<file path="config.mk">
export PLATFORM = sky130hd
export DESIGN_NAME = dphy_tport_seq
export DESIGN_NICKNAME = d
export VERILOG_FILES = /design/src/rtl/dphy_tport_pkg.sv /design/src/rtl/dphy_rate_band.sv /design/src/rtl/dphy_gap_timer.sv /design/src/rtl/dphy_tport_fsm.sv /design/src/rtl/dphy_tport_seq.sv
export SDC_FILE = /design/constraint.sdc
export NUM_CORES = 1
export LEC_CHECK = 0
export CAP_MARGIN = 10
export CORE_ASPECT_RATIO = 0.8
export CORE_UTILIZATION = 49
export CTS_BUF_LIST = sky130_fd_sc_hd__clkbuf_16
export CTS_CLUSTER_DIAMETER = 200
export DETAILED_ROUTE_END_ITERATION = 6
export GPL_TIMING_DRIVEN = 0
export HOLD_SLACK_MARGIN = 0.06
export PLACE_DENSITY = 0.84
export SLEW_MARGIN = 25
export SYNTH_ARGS = -nofsm -noshare
export SYNTH_HDL_FRONTEND = slang
export SYNTH_SLANG_ARGS = --single-unit
</file>
<file path="constraint.sdc">
create_clock -name clk -period 2.1 [get_ports clk]
set_clock_uncertainty 0.1 [all_clocks]
set_input_delay 0.21 -clock clk [delete_from_list [all_inputs] [get_ports clk]]
set_output_delay 0.21 -clock clk [all_outputs]
set_load 0.1 [all_outputs]
</file>
<file path="src/rtl/dphy_tport_pkg.sv">
`timescale 1ns/1ps
package dphy_tport_pkg;

    // Width of the test port byte buses.
    localparam int TP_W = 8;

    // Register selected for the frequency-range write, then the closing code.
    localparam logic [TP_W-1:0] RANGE_REG_CODE = 8'h44;
    localparam logic [TP_W-1:0] CLOSE_CODE     = 8'h00;

    // Last step applied to the port lines.
    typedef enum logic [3:0] {
        ST_IDLE,
        ST_EN_HI,
        ST_CK_HI,
        ST_DIN_CODE,
        ST_CK_LO,
        ST_EN_LO,
        ST_DIN_DATA,
        ST_DCK_HI,
        ST_SAMPLE,
        ST_DCK_LO
    } step_e;

    typedef struct packed {
        step_e           step;
        logic            rate_m;
        logic            second;
        logic            has_data;
        logic [TP_W-1:0] code;
        logic [TP_W-1:0] wdata;
        logic            busy;
        logic            done;
        logic            en;
        logic            tclk;
        logic [TP_W-1:0] din;
        logic [TP_W-1:0] rd;
    } seq_s;

endpackage

</file>
<file path="src/rtl/dphy_rate_band.sv">
`timescale 1ns/1ps
module dphy_rate_band
    import dphy_tport_pkg::*;
#(
    parameter int RATE_W = 11
) (
    input  logic [RATE_W-1:0] rate_mhz,
    output logic [TP_W-1:0]   range_byte
);

    localparam int BAND_W = TP_W - 2;

    logic [31:0]       rate_w;
    logic [BAND_W-1:0] band;

    assign rate_w = 32'(rate_mhz);

    // Stepped bands; anything outside 80..1499 MHz falls to band zero.
    always_comb begin
        case (rate_w) inside
            [80:89]:     band = 6'h00;
            [90:99]:     band = 6'h10;
            [100:109]:   band = 6'h20;
            [110:129]:   band = 6'h01;
            [130:139]:   band = 6'h11;
            [140:149]:   band = 6'h21;
            [150:169]:   band = 6'h02;
            [170:179]:   band = 6'h12;
            [180:199]:   band = 6'h22;
            [200:219]:   band = 6'h03;
            [220:239]:   band = 6'h13;
            [240:249]:   band = 6'h23;
            [250:269]:   band = 6'h04;
            [270:299]:   band = 6'h14;
            [300:329]:   band = 6'h05;
            [330:359]:   band = 6'h15;
            [360:399]:   band = 6'h25;
            [400:449]:   band = 6'h06;
            [450:499]:   band = 6'h16;
            [500:549]:   band = 6'h07;
            [550:599]:   band = 6'h17;
            [600:649]:   band = 6'h08;
            [650:699]:   band = 6'h18;
            [700:749]:   band = 6'h09;
            [750:799]:   band = 6'h19;
            [800:849]:   band = 6'h29;
            [850:899]:   band = 6'h39;
            [900:949]:   band = 6'h0a;
            [950:999]:   band = 6'h1a;
            [1000:1049]: band = 6'h2a;
            [1050:1099]: band = 6'h3a;
            [1100:1149]: band = 6'h0b;
            [1150:1199]: band = 6'h1b;
            [1200:1249]: band = 6'h2b;
            [1250:1299]: band = 6'h3b;
            [1300:1349]: band = 6'h0c;
            [1350:1399]: band = 6'h1c;
            [1400:1449]: band = 6'h2c;
            [1450:1499]: band = 6'h3c;
            default:     band = 6'h00;
        endcase
    end

    // The PHY expects the band one bit up from the byte's LSB.
    assign range_byte = {1'b0, band, 1'b0};

endmodule

</file>
<file path="src/rtl/dphy_gap_timer.sv">
`timescale 1ns/1ps
module dphy_gap_timer #(
    parameter int GAP_CYC = 200
) (
    input  logic clk,
    input  logic rst_n,
    input  logic load,
    output logic expire
);

    localparam int CW = $clog2(GAP_CYC + 1);

    logic [CW-1:0] cnt_d, cnt_q;

    always_comb begin
        cnt_d = cnt_q;
        if (load) begin
            cnt_d = CW'(GAP_CYC);
        end else if (cnt_q != '0) begin
            cnt_d = cnt_q - 1'b1;
        end
    end

    always_ff @(posedge clk or negedge rst_n) begin
        if (!rst_n) begin
            cnt_q <= '0;
        end else begin
            cnt_q <= cnt_d;
        end
    end

    // Fires GAP_CYC cycles after the load that started the count.
    assign expire = (cnt_q == CW'(1));

endmodule

</file>
<file path="src/rtl/dphy_tport_fsm.sv">
`timescale 1ns/1ps
module dphy_tport_fsm
    import dphy_tport_pkg::*;
(
    input  logic            clk,
    input  logic            rst_n,
    input  logic            start,
    input  logic            rate_mode,
    input  logic [TP_W-1:0] code,
    input  logic [TP_W-1:0] wdata,
    input  logic            has_data,
    input  logic [TP_W-1:0] range_byte,
    input  logic            expire,
    input  logic [TP_W-1:0] tp_dout,
    output logic            load,
    output logic            busy,
    output logic            done,
    output logic            tp_en,
    output logic            tp_clk,
    output logic [TP_W-1:0] tp_din,
    output logic [TP_W-1:0] rd_byte
);

    seq_s s_d, s_q;
    logic txn_end;

    always_comb begin
        s_d      = s_q;
        s_d.done = 1'b0;
        load     = 1'b0;
        txn_end  = 1'b0;
        if (s_q.step == ST_IDLE) begin
            if (start) begin
                s_d.step     = ST_EN_HI;
                s_d.en       = 1'b1;
                s_d.busy     = 1'b1;
                s_d.second   = 1'b0;
                s_d.rate_m   = rate_mode;
                s_d.has_data = rate_mode ? 1'b1 : has_data;
                s_d.code     = rate_mode ? RANGE_REG_CODE : code;
                s_d.wdata    = rate_mode ? range_byte : wdata;
                s_d.rd       = '0;
                load         = 1'b1;
            end
        end else if (expire) begin
            load = 1'b1;
            case (s_q.step)
                ST_EN_HI: begin
                    s_d.step = ST_CK_HI;
                    s_d.tclk = 1'b1;
                end
                ST_CK_HI: begin
                    s_d.step = ST_DIN_CODE;
                    s_d.din  = s_q.code;
                end
                ST_DIN_CODE: begin
                    s_d.step = ST_CK_LO;
                    s_d.tclk = 1'b0;
                end
                ST_CK_LO: begin
                    s_d.step = ST_EN_LO;
                    s_d.en   = 1'b0;
                end
                ST_EN_LO: begin
                    if (s_q.has_data) begin
                        s_d.step = ST_DIN_DATA;
                        s_d.din  = s_q.wdata;
                    end else begin
                        txn_end = 1'b1;
                    end
                end
                ST_DIN_DATA: begin
                    s_d.step = ST_DCK_HI;
                    s_d.tclk = 1'b1;
                end
                ST_DCK_HI: begin
                    s_d.step = ST_SAMPLE;
                    s_d.rd   = tp_dout;
                end
                ST_SAMPLE: begin
                    s_d.step = ST_DCK_LO;
                    s_d.tclk = 1'b0;
                end
                ST_DCK_LO: begin
                    txn_end = 1'b1;
                end
                default: begin
                    s_d.step = ST_IDLE;
                end
            endcase
            if (txn_end) begin
                if (s_q.rate_m && !s_q.second) begin
                    // Closing selection after the range write.
                    s_d.second   = 1'b1;
                    s_d.code     = CLOSE_CODE;
                    s_d.has_data = 1'b0;
                    s_d.step     = ST_EN_HI;
                    s_d.en       = 1'b1;
                end else begin
                    s_d.step = ST_IDLE;
                    s_d.busy = 1'b0;
                    s_d.done = 1'b1;
                    load     = 1'b0;
                end
            end
        end
    end

    always_ff @(posedge clk or negedge rst_n) begin
        if (!rst_n) begin
            s_q <= '0;
        end else begin
            s_q <= s_d;
        end
    end

    assign busy    = s_q.busy;
    assign done    = s_q.done;
    assign tp_en   = s_q.en;
    assign tp_clk  = s_q.tclk;
    assign tp_din  = s_q.din;
    assign rd_byte = s_q.rd;

endmodule

</file>
<file path="src/rtl/dphy_tport_seq.sv">
`timescale 1ns/1ps
module dphy_tport_seq
    import dphy_tport_pkg::*;
#(
    parameter int GAP_CYC = 200,
    parameter int RATE_W  = 11
) (
    input  logic              clk,
    input  logic              rst_n,
    input  logic              req_start,
    input  logic              req_rate_mode,
    input  logic [7:0]        req_code,
    input  logic [7:0]        req_wdata,
    input  logic              req_has_data,
    input  logic [RATE_W-1:0] req_rate_mhz,
    output logic              busy,
    output logic              done,
    output logic [7:0]        rd_byte,
    output logic              tp_en,
    output logic              tp_clk,
    output logic [7:0]        tp_din,
    input  logic [7:0]        tp_dout
);

    logic [TP_W-1:0] range_byte;
    logic            load;
    logic            expire;

    dphy_rate_band #(
        .RATE_W(RATE_W)
    ) u_band (
        .rate_mhz  (req_rate_mhz),
        .range_byte(range_byte)
    );

    dphy_gap_timer #(
        .GAP_CYC(GAP_CYC)
    ) u_gap (
        .clk   (clk),
        .rst_n (rst_n),
        .load  (load),
        .expire(expire)
    );

    dphy_tport_fsm u_fsm (
        .clk       (clk),
        .rst_n     (rst_n),
        .start     (req_start),
        .rate_mode (req_rate_mode),
        .code      (req_code),
        .wdata     (req_wdata),
        .has_data  (req_has_data),
        .range_byte(range_byte),
        .expire    (expire),
        .tp_dout   (tp_dout),
        .load      (load),
        .busy      (busy),
        .done      (done),
        .tp_en     (tp_en),
        .tp_clk    (tp_clk),
        .tp_din    (tp_din),
        .rd_byte   (rd_byte)
    );

endmodule

</file>
==> reports/metrics.csv <==
stage;metric;value;unit
clock_tree;cts_buffer_depth;2;
clock_tree;numClockSinks;51;
critical_path;worst_ep_required_time;2170;ps
synth;synthDistinctLibCells;68;
layout;drive_above_1_share;0.220;
critical_path;worstSetupPathType;in -> reg;
synth;netlist.area_leader.share;0.344;
die;design.core.area;7360;um2
layout;area.growth.synth_to_final;35.1;%
clock_tree;htreeDepth;2;
sta;fin_crit;2120;ps
place;place_hpwl;9.03;mm
global_route;grt_max_degree;52;
layout;fin_util;0.682;
critical_path;critPathMaxFanout;10;
power_and_ir_drop;p_switching;0.616;mW
die;io_pins;60;
sta;fin_ws;-23.5;ps
power_and_ir_drop;clock_power_share;0.393;
hold_path;hold_path.class;in -> reg;
die;rows;28;
synth;synth_seq_cells;51;
clock_tree;path_clk_slew;70;ps
routing;finalWirelength;12.8;mm
synth;yosysSeqAreaShare;0.344;
layout;diodes;0;
sta;relSlewSlack;0.339;
sta;setup_viol;1;
sta;fmaxAchievable;0.471;GHz
global_route;grt_pass1_vias;3748;
die;dieArea;7940;um2
die;die_w;99.3;um
synth;syn_area_per_cell;8.13;um2
sta;rsz0062_at_grt;true;
place;numPortBuffers;57;
power_and_ir_drop;seqPwrFrac;0.422;
routing;ant_nets;0;
sta;hold_viol;0;
sta;worst_pin_slew;988;ps
clock_tree;cts_tree;done;
routing;drc;0;
global_route;grt_first_pass_wirelength;19.2;mm
synth;synth-async-reset-ratio;1.00;
synth;synth-main-ff-cell;dfrtp_1;
global_route;gr-total-overflow;0;
clock_tree;root_buffer;clkbuf_16;
power_and_ir_drop;power.density;464;nW/um2
sta;timing.final.crit_share;1.01;
layout;final_cell_count_no_fill;627;
synth;synth_area_leader_cell;dfrtp_1;
routing;avgRoutedWirePerCell;20.4;um
critical_path;arrival;2200;ps
power_and_ir_drop;netSwitchingFraction;0.265;
synth;synth_edf_count;0;
power_and_ir_drop;p_comb_frac;0.185;
die;initial_core_util;0.505;
critical_path;cp-start-kind;input pin;
routing;dr.pass1.iters;5;
routing;drt_iter0_markers;452;
critical_path;endpoint_kind;flip-flop;
outcome;status;complete, but fails checks;
power_and_ir_drop;vdd_drop_max;0.489;mV
synth;ys_warn_count;0;
global_route;antenna_found_initial;0;
global_route;track_usage;0.312;
place;dp.cells;604;
routing;routed_via_density;6.56;
routing;via_count;4110;
clock_tree;cts_buffers;5;
clock_tree;clk_latency;290;ps
outcome;violations;negative setup slack;
place;place_congestion;1.02;
power_and_ir_drop;p_int;1.71;mW
flow_run;maxCapViolations;0;
synth;syn_inst;457;
power_and_ir_drop;p_leak;2.09;nW
synth;syn_area;3710;um2
synth;synth_fp_nets;499;
layout;nets;579;
sta;maxSlewViolCount;0;
synth;synthTopCellsByArea;dfrtp_1 (34%), nand2_1 (5.4%), o21ai_0 (4.7%);
die;die-height;79.9;um
==> stage by stage <==
stage          setup slack, ps  hold WS [ps]  total power, mW  cell area, um2  setup TNS, ps
2_1_floorplan              118          -186             1.18            3710              0
3_3_place_gp              -821           358             1.36            4400         -39830
3_5_place_dp              -698           184             1.34            4400          -6340
4_1_cts                  -51.2           291             2.27            4700          -99.1
5_1_grt                  -44.9           352             2.40            5020           -277
6_report                 -23.5           319             2.33            5020          -23.5
==> path summary, 6_finish.rpt <==
check                                                 from  cells past startpoint  slack (ps)                    endpoint
worst max-delay path                       req_rate_mhz[3]                      8         -20   u_fsm.s_q[26]$_DFFE_PN0P_
worst min-delay path                      req_rate_mhz[10]                      4         320   u_fsm.s_q[25]$_DFFE_PN0P_
worst max register to register  u_gap.cnt_q[7]$_DFFE_PN0P_                      6          30   u_fsm.s_q[28]$_DFFE_PN0P_
worst min register to register     u_fsm.tp_en$_DFFE_PN0P_                      2         390     u_fsm.tp_en$_DFFE_PN0P_
max in group asynchronous                            rst_n                      2        1070   u_fsm.s_q[42]$_DFFE_PN0P_
min in group asynchronous                            rst_n                      2         380  u_gap.cnt_q[4]$_DFFE_PN0P_
==> worst max-delay path, stage by stage <==
cell and delay [ps]:
clkdlybuf4s50_1 500, buf_6 170, buf_8 160, o21a_1 240
o21ai_0 150, a311o_1 340, o311a_1 170, o31a_1 250
==> cells in the final DEF (no fill, tap or decap), types with 6 or more instances in the layout <==
cell	count
a31oi_1	6
buf_4	36
o21ai_0	31
nand3_1	13
inv_1	9
a22o_1	6
buf_6	6
dlymetal6s2s_1	6
nor2_2	9
nand2b_1	10
nor2_1	35
clkdlybuf4s50_1	31
nand4_1	6
nor3b_1	7
nand2_1	50
dfrtp_1	50
nor3_1	10
clkbuf_1	7
dlygate4sd2_1	18
nor2b_1	9
a21oi_1	29
mux2i_1	8
==> layer usage <==
metal | vias up | GRT usage | wire, um
met5 | - | 0 | 0
met1 | 1992 | 0.432 | 5520
li1 | 1829 | - | -
met3 | 39 | 0.0630 | 1270
met2 | 250 | 0.481 | 5730
met4 | 0 | 0.113 | 297
==> what timing repair did <==
action / in CTS / in global routing
setup endpoints to repair: 53 / 40
hold buffers: 1 / 0
gates resized for setup: 55 / 70
endpoints found under the hold margin: 51 / 0
pin swaps: 5 / 15
cloned: 0 / 1
buffers inserted: 5 / 10
==> power by group through the flow <==
stage,clock (mW),sequential (mW),combinational [mW]
6_report,0.915,0.982,0.430
3_3_place_gp,0,1.00,0.354
2_1_floorplan,0,1.00,0.175
3_5_place_dp,0,1.00,0.343
5_1_grt,0.969,0.981,0.448
4_1_cts,0.922,0.982,0.367
==> logic make-up after synthesis <==
family	count (synthesis)	synth area share
and+or+nand+nor	193	0.276
xor gates and xnor gates	3	0.00707
AOI/OAI and AO/OA	145	0.262
muxes	10	0.0273
buffers and inverters	53	0.0771
DFF	51	0.344
adders and majority gates	2	0.00674
==> cells in the mapped netlist (11+ instances only) <==
master and n:
a21oi_1 31, buf_2 13, buf_4 19, clkbuf_1 11, dfrtp_1 51, nand2_1 53
nand2b_1 12, nand3_1 14, nor2_1 45, nor3_1 14, o21ai_0 35
==> area by class of cell <==
| type | instances | area, um2 |
|---|---|---|
| Multi-Input combinational cell | 353 | 2430 |
| Sequential cell | 51 | 1280 |
| Clock buffer | 5 | 125 |
| Timing Repair Buffer | 74 | 683 |
| Clock inverter | 2 | 37.5 |
| Fill cell | 607 | 2340 |
| Buffer | 43 | 314 |
| Inverter | 9 | 33.8 |
| Tap cell | 90 | 113 |
==> state kept, by name, summed over array words and instances (netlist names) <==
name,flops
u_fsm.s_q,23
u_fsm.tp_en,1
u_fsm.rd_byte,8
u_fsm.busy,1
u_fsm.done,1
u_fsm.tp_din,8
u_fsm.tp_clk,1
u_gap.cnt_q,8
(Power assumes the default switching activity.)
